<file path="config.mk">
export PLATFORM = sky130hd
export DESIGN_NAME = mdio_mgmt_master
export DESIGN_NICKNAME = d
export VERILOG_FILES = /design/src/rtl/mdio_mgmt_pkg.sv /design/src/rtl/mdio_half_timer.sv /design/src/rtl/mdio_frame_pack.sv /design/src/rtl/mdio_mgmt_master.sv
export SDC_FILE = /design/constraint.sdc
export NUM_CORES = 1
export LEC_CHECK = 0
export ABC_AREA = 1
export BUFFER_PORTS_ARGS = -buffer_cell sky130_fd_sc_hd__buf_2
export CORE_AREA = 2 2 132 185
export CTS_CLUSTER_DIAMETER = 60
export DETAILED_ROUTE_END_ITERATION = 8
export DIE_AREA = 0 0 134 187
export GPL_TIMING_DRIVEN = 0
export SYNTH_ARGS = -nofsm -noshare
export SYNTH_HDL_FRONTEND = slang
export SYNTH_HIERARCHICAL = 1
export SYNTH_SLANG_ARGS = --single-unit
</file>
<file path="constraint.sdc">
create_clock -name clk -period 2 [get_ports clk]
set_input_delay 0.2 -clock clk [delete_from_list [all_inputs] [get_ports clk]]
set_output_delay 0.2 -clock clk [all_outputs]
set_load 0.05 [all_outputs]
</file>
<file path="src/rtl/mdio_mgmt_pkg.sv">
`timescale 1ns/1ps
package mdio_mgmt_pkg;
    localparam int PHY_AW    = 5;
    localparam int REG_AW    = 5;
    localparam int DATA_W    = 16;
    localparam int PRE_LEN   = 32;
    localparam int CODE_W    = 2;
    localparam int HDR_LEN   = 2 * CODE_W + PHY_AW + REG_AW;
    localparam int TA_LEN    = 2;
    localparam int FRAME_LEN = PRE_LEN + HDR_LEN + TA_LEN + DATA_W;
    localparam int SLOT_W    = $clog2(FRAME_LEN);
    localparam int TA_SLOT   = PRE_LEN + HDR_LEN;
    localparam int ERR_SLOT  = TA_SLOT + 1;

    localparam logic [CODE_W-1:0] SOF_CODE = 2'b01;
    localparam logic [CODE_W-1:0] OP_READ  = 2'b10;
    localparam logic [CODE_W-1:0] OP_WRITE = 2'b01;
    localparam logic [TA_LEN-1:0] TA_DRIVE = 2'b10;

    typedef struct packed {
        logic                 busy;
        logic                 rd;
        logic                 phase;
        logic [SLOT_W-1:0]    slot;
        logic [FRAME_LEN-1:0] frame;
        logic [DATA_W-1:0]    rx;
        logic                 err;
        logic                 done;
        logic [DATA_W-1:0]    rdata;
        logic                 rerr;
    } seq_t;
endpackage

</file>
<file path="src/rtl/mdio_half_timer.sv">
`timescale 1ns/1ps
module mdio_half_timer #(
    parameter int HALF = 20
) (
    input  logic clk,
    input  logic rst_n,
    input  logic run,
    output logic tick
);
    localparam int CW = (HALF > 1) ? $clog2(HALF) : 1;
    localparam logic [CW-1:0] LAST = CW'(HALF - 1);

    logic [CW-1:0] cnt_d, cnt_q;

    always_comb begin
        cnt_d = cnt_q;
        if (!run || cnt_q == LAST) begin
            cnt_d = '0;
        end else begin
            cnt_d = cnt_q + CW'(1);
        end
    end

    always_ff @(posedge clk or negedge rst_n) begin
        if (!rst_n) begin
            cnt_q <= '0;
        end else begin
            cnt_q <= cnt_d;
        end
    end

    assign tick = run && (cnt_q == LAST);
endmodule

</file>
<file path="src/rtl/mdio_frame_pack.sv">
`timescale 1ns/1ps
module mdio_frame_pack
    import mdio_mgmt_pkg::*;
(
    input  logic                 wr,
    input  logic [PHY_AW-1:0]    phy,
    input  logic [REG_AW-1:0]    regad,
    input  logic [DATA_W-1:0]    wdata,
    output logic [FRAME_LEN-1:0] frame
);
    logic [CODE_W-1:0] op;
    logic [TA_LEN-1:0] ta;
    logic [DATA_W-1:0] tail;

    always_comb begin
        op    = wr ? OP_WRITE : OP_READ;
        ta    = wr ? TA_DRIVE : {TA_LEN{1'b1}};
        tail  = wr ? wdata : {DATA_W{1'b1}};
        frame = {{PRE_LEN{1'b1}}, SOF_CODE, op, phy, regad, ta, tail};
    end
endmodule

</file>
<file path="src/rtl/mdio_mgmt_master.sv">
`timescale 1ns/1ps
module mdio_mgmt_master
    import mdio_mgmt_pkg::*;
#(
    parameter int MDC_HALF = 20
) (
    input  logic              clk,
    input  logic              rst_n,
    input  logic              start_i,
    input  logic              wr_i,
    input  logic [PHY_AW-1:0] phy_i,
    input  logic [REG_AW-1:0] reg_i,
    input  logic [DATA_W-1:0] wdata_i,
    output logic              busy_o,
    output logic              done_o,
    output logic [DATA_W-1:0] rdata_o,
    output logic              err_o,
    output logic              mdc_o,
    output logic              mdio_o,
    output logic              mdio_oe_o,
    input  logic              mdio_i
);
    localparam logic [SLOT_W-1:0] TA_S   = SLOT_W'(TA_SLOT);
    localparam logic [SLOT_W-1:0] ERR_S  = SLOT_W'(ERR_SLOT);
    localparam logic [SLOT_W-1:0] LAST_S = SLOT_W'(FRAME_LEN - 1);

    seq_t                 q, d;
    logic                 tick;
    logic [FRAME_LEN-1:0] frame_w;

    mdio_half_timer #(.HALF(MDC_HALF)) u_timer (
        .clk   (clk),
        .rst_n (rst_n),
        .run   (q.busy),
        .tick  (tick)
    );

    mdio_frame_pack u_pack (
        .wr    (wr_i),
        .phy   (phy_i),
        .regad (reg_i),
        .wdata (wdata_i),
        .frame (frame_w)
    );

    always_comb begin
        d      = q;
        d.done = 1'b0;
        if (!q.busy) begin
            if (start_i) begin
                d.busy  = 1'b1;
                d.rd    = !wr_i;
                d.phase = 1'b0;
                d.slot  = '0;
                d.frame = frame_w;
                d.rx    = '0;
                d.err   = 1'b0;
            end
        end else if (tick) begin
            if (!q.phase) begin
                // end of low half: read-side sampling just before MDC rises
                if (q.rd && q.slot == ERR_S) begin
                    d.err = mdio_i;
                end else if (q.rd && q.slot > ERR_S) begin
                    d.rx = {q.rx[DATA_W-2:0], mdio_i};
                end
                d.phase = 1'b1;
            end else begin
                // end of high half: MDC falls, next bit goes out
                d.phase = 1'b0;
                d.frame = {q.frame[FRAME_LEN-2:0], 1'b1};
                if (q.slot == LAST_S) begin
                    d.busy  = 1'b0;
                    d.done  = 1'b1;
                    d.rerr  = q.rd && q.err;
                    d.rdata = (q.rd && !q.err) ? q.rx : '0;
                end else begin
                    d.slot = q.slot + SLOT_W'(1);
                end
            end
        end
    end

    always_ff @(posedge clk or negedge rst_n) begin
        if (!rst_n) begin
            q <= '0;
        end else begin
            q <= d;
        end
    end

    assign busy_o    = q.busy;
    assign done_o    = q.done;
    assign rdata_o   = q.rdata;
    assign err_o     = q.rerr;
    assign mdc_o     = q.phase;
    assign mdio_o    = q.busy ? q.frame[FRAME_LEN-1] : 1'b1;
    assign mdio_oe_o = !(q.busy && q.rd && q.slot >= TA_S);
endmodule

</file>
After elaboration in Yosys (flattened, before gate mapping)
Index checks and enable logic that the tools add are counted.
- eq/ne operators: 10
- muxes and demuxes: 23
- order comparisons: 2
- reductions and logical operators: 20
- add/subtract/negate cells: 2
- bitwise operators: 1
- operators with widths (cell ; number):
    2-to-1 mux 106 bit ; 1
    2-to-1 mux 90 bit ; 1
    2-to-1 mux 88 bit ; 1
    2-to-1 mux 70 bit ; 1
    2-to-1 mux 16 bit ; 4
    2-to-1 mux 18 bit ; 3
    2-to-1 mux 17 bit ; 1
    == test 6 bit, second input constant ; 2
    AND reduction 4 bit ; 3
    2-to-1 mux 1 bit ; 8
    != test 2 bit, second input constant ; 4
    logical AND 1 bit ; 7
    adder 6 x 1 -> 6 bit, second input constant ; 1
    greater-or-equal comparator 6 bit, second input constant ; 1
    greater-than comparator 6 bit, second input constant ; 1
    2-to-1 mux 6 bit ; 1
    != test 2 x 1 -> 1 bit, second input constant ; 3
    adder 5 x 1 -> 5 bit, second input constant ; 1
    == test 5 bit, second input constant ; 1
    2-to-1 mux 5 bit ; 1
    AND reduction 5 bit ; 1
    logical NOT 1 bit ; 4
    AND reduction 2 bit ; 2
    AND reduction 3 bit ; 1
    other kinds (4) ; 4
- output and inout port bits: 22
- input port bits: 31
- register bits after elaboration: 113
- word-level logic and storage cells: 69

Logic depth before layout (Yosys ltp)
- depth after elaboration: 7
- gate-level depth with buffers: 12
- gate-level depth less buffers: 11

By module
The synthesis kept the hierarchy.
- modules (own cells, without submodules) (module ; cells an instance ; seq. area each (sq um) ; times used ; area each (sq um)):
    mdio_mgmt_master ; 527 ; 2702.6 ; 1 ; 4984.8
    mdio_frame_pack ; 84 ; 0.0 ; 1 ; 510.5
    mdio_half_timer ; 30 ; 125.1 ; 1 ; 265.3

Worst setup path before layout
OpenSTA, ideal clock, no wires.
- kind: reg2reg
- start: reg u_timer.cnt_q[0]
- end: reg q[58] in the netlist's numbering
- data arrival time: 1808 ps
- stages on the path, launching flop included: 13
- data required time: 1867 ps
- path slack: 59 ps
- clock period less this slack: 1941 ps
- library setup time: 133 ps
- buffers on the path: 2
- cell sequence: dfrtp_1 > ha_1 > inv_2 > nor2_2 > nand2_2 > nor2_1 > nand3_2 > nand2_2 > inv_2 > buf_6 > buf_4 > nand2_1 > o21ai_0
- word-level cells in the longest chain between the ends: 4
- ends and longest elaborated chain (what ; line ; RTL):
    from (decl) ; mdio_half_timer.sv:13 ; logic [CW-1:0] cnt_d, cnt_q;
    from (signal assigned) ; mdio_half_timer.sv:28 ; cnt_q <= cnt_d;
    == test 5 bit ; mdio_half_timer.sv:32 ; assign tick = run && (cnt_q == LAST);
    logical AND 1 bit ; mdio_half_timer.sv:32 ;
    named net tick ; mdio_mgmt_master.sv:28 ; logic tick;
    != test 2 x 1 -> 1 bit (no line) ; n/a ;
    AND reduction 3 bit (no line) ; n/a ;
    to (signal assigned) ; mdio_mgmt_master.sv:86 ; q <= '0;
    to (signal assigned) ; mdio_mgmt_master.sv:88 ; q <= d;
    to (decl) ; mdio_mgmt_master.sv:27 ; seq_t q, d;
The timed path passes the listed nets, and every way through them passes these cells.
A chain may end at the register's enable or synchronous reset.

Final worst setup path
- start: reg u_timer.cnt_q[1]
- end: reg q[65] in the netlist's numbering
The elaborated chain is that of the path after synthesis.

==> impl_metrics.py <==
metrics = {
    "pwr": {
        "power_density_nw_per_um2": 881,
        "peakVddDrop_mv": 0.639,
        "leakagePower_nw": 3.39,
    },
    "critical_path": {
        "worstPathArrival_ns": 2.20,
        "cp-start-kind": "register",
        "r2r_slack_ns": 0.07,
        "worst-endpoint-required_ns": 2.27,
        "worst-r2r-cell-count": 12,
        "crit_path_max_fanout": 10,
        "cp-end-kind": "register",
        "timing.rr.start": "u_timer/cnt_q[1]",
        "worst_r2r_endpoint": "q[65]",
        "critPathKind": "register to register",
    },
    "timing": {
        "rsz0062_at_grt": "yes",
        "drv_slew": 0,
        "min_period_ns": 1.93,
        "finalHoldViolCount": 0,
        "clock_skew_ns": 0.00960,
        "finalSetupTns_ns": 0,
        "setup_viol": 0,
        "min_period_over_period_pct": 96.5,
        "max_freq_mhz": 518,
    },
    "synthesis": {
        "synthCells": 641,
        "synth_top_area_share_pct": 49.1,
        "async_reset_ff_share_pct": 100,
        "yosys.area.top_type": "dfrtp_1",
        "synth_ff_type": "dfrtp_1",
        "synthTopCellsByArea": "dfrtp_1 49%, buf_4 8.6%, a22oi_1 8.1%",
        "synth_edf_count": 0,
        "yosysMostFrequentCell": "nand2_1",
        "syn_area_per_cell_sq_um": 8.99,
        "synthTopCellsByCount": "120 x nand2_1, 113 x dfrtp_1, 71 x o21ai_0",
        "synth-seq-cells": 113,
        "syn_area_sq_um": 5760,
        "ys_warn_count": 6,
        "ys_seq_area_share_pct": 49.1,
        "synth_cell_types": 30,
    },
    "drt": {
        "vias": 4465,
        "routed_via_density": 4.19,
        "drc": 0,
        "routed_wirelength_um": 12200,
        "drtIter0Drc": 254,
        "wl_per_cell_um": 11.4,
        "drtAntennaViolNets": 0,
        "dr.pass1.iters": 4,
    },
    "clocking": {
        "ctsLongestPathBuffers": 2,
        "cts_tree": "built",
        "cts.sinks": 113,
        "clk_pin_slew_worst_paths_ns": 0.05,
        "cts_root_buf": "clkbuf_16",
        "worstSkewPairLatency_ns": 0.42,
        "cts_buffers": 17,
        "h-tree-depth": 4,
    },
    "floorplan": {
        "core_region_area_sq_um": 23600,
        "initial_core_util_pct": 24.5,
        "die-area_sq_um": 25100,
        "chipHeight_um": 187,
        "die_x_um": 134,
        "row_count": 67,
        "num_io_pins": 53,
    },
    "placement": {
        "port_buffers": 42,
        "place.gp.congestion": 0.777,
        "dpl.hpwl_um": 8030,
        "dp_cells": 1027,
    },
    "grt": {
        "grt_max_degree": 80,
        "track_usage_pct": 10.3,
        "grt_pass1_wl_um": 20900,
        "grt_pass1_vias": 4412,
        "antenna_found_initial": 0,
        "grt.overflow.total": 0,
    },
    "layout": {
        "drive_gt1_share_pct": 27.8,
        "nets": 778,
        "area_growth_pct": 25.1,
        "antenna_cells": 0,
        "fill_cells": 2458,
        "final_core_utilization_pct": 30.6,
        "finalNonFillerCells": 1066,
    },
    "worst_hold_path": {
        "hold_path_class": "input port to register",
        "hold_path.startpoint": "start_i",
        "min_path_cells": 3,
        "min_to": "busy_o",
    },
    "run": {
        "max-cap-violations": 0,
    },
    "run_status": {
        "status": "finished clean",
    },
}
## placed cells by master, fill, tap and decap left out, types with 3 or more instances in the layout
cell        count
o21ai_1         9
nand2_4         3
nor2_1         13
nand2_1       120
clkinvlp_4      3
nand3_1        53
dfrtp_1       113
nor2_2          6
a22oi_1        62
buf_2          51
inv_2           4
inv_1          51
conb_1         35
o21ai_0        67
nand4_1         8
buf_4          74
clkbuf_1        7
clkbuf_16      17
buf_6          16
o21ai_2        11
clkinv_2        6
nand3_2         4
## worst max path at each step
| stage | startpoint | slack (ns) | cells after the start | endpoint |
|---|---|---|---|---|
| 2_1_floorplan | u_timer/cnt_q[0] | 0.06 | 12 | q[58] |
| 3_3_place_gp | rst_n | -0.77 | 1 | q[42] |
| 3_5_place_dp | u_timer/cnt_q[0] | -0.32 | 12 | q[59] |
| 4_1_cts | u_timer/cnt_q[1] | 0.006 | 12 | q[65] |
| 5_1_grt | u_timer/cnt_q[1] | -0.05 | 12 | q[61] |
| 6_report | u_timer/cnt_q[1] | 0.07 | 12 | q[65] |
## stage by stage
stage / worst slack, ns / instance area [sq um] / total power [mW] / hold slack [ns]
2_1_floorplan: 0.0588 / 5880 / 3.26 / -0.0956
3_3_place_gp: -0.769 / 6480 / 3.49 / 0.462
3_5_place_dp: -0.323 / 6520 / 3.52 / 0.114
4_1_cts: 0.00554 / 7100 / 6.38 / 0.0281
5_1_grt: -0.0544 / 7200 / 6.67 / 0.0332
6_report: 0.0705 / 7200 / 6.35 / 0.0441
## critical path, cell delays in order, from the launching register on
cell and delay (ns):
dfrtp_1 0.40, ha_4 0.18, inv_2 0.04, nor2_2 0.08, nand2_2 0.09, nor2_4 0.15, nand3_2 0.15, nand2_4 0.14
inv_2 0.09, buf_6 0.16, buf_4 0.17, nand2_1 0.06, o21ai_0 0.08
## logic make-up after synthesis
logic type / synth area share, %
DFF: 49.1
and+or+nand+nor: 16.6
adders and majority gates: 0.652
xor gates and xnor gates: 0.152
buffers and inverters: 16.6
AOI/OAI and AO/OA: 16.8
other: 0.130
## power by group
group	total (mW)	switching [mW]	internal [mW]	leakage (nW)
Sequential	2.62	0.143	2.47	1.54
Combinational	0.956	0.557	0.399	1.59
Clock	2.77	1.06	1.72	0.261
## repair_timing
action,CTS,global route
resized for setup,11,14
pin swaps,0,1
hold buffers,1,0
setup buffers,1,6
endpoints found under the setup margin,105,93
endpoints found under the hold margin,34,0
## registers in the layout (all words and copies together), names as in the netlist
signal,count
u_timer/cnt_q,5
busy_o,1
q,88
done_o,1
err_o,1
rdata_o,16
mdc_o,1
## final cells by class
| class | count | area (sq um) | share of cell area, % |
|---|---|---|---|
| clock buffer | 20 | 447 | 6.20 |
| buffer | 102 | 790 | 11.0 |
| sequential | 113 | 2830 | 39.2 |
| clock inverter | 11 | 91.3 | 1.27 |
| timing repair buffer | 51 | 319 | 4.43 |
| tap | 310 | 388 | 5.38 |
| multi-input combinational | 404 | 2140 | 29.6 |
| inverter | 55 | 206 | 2.87 |
## layer usage
layer / share of wire [%] / track usage (%) / vias up
met5: 0 / 0 / -
met4: 1.9 / 4.46 / 0
met3: 3.2 / 2.49 / 18
met2: 49 / 16.8 / 72
met1: 46 / 12.8 / 2121
li1: - / - / 2254
Note: power is estimated with default switching activity, not from simulation.
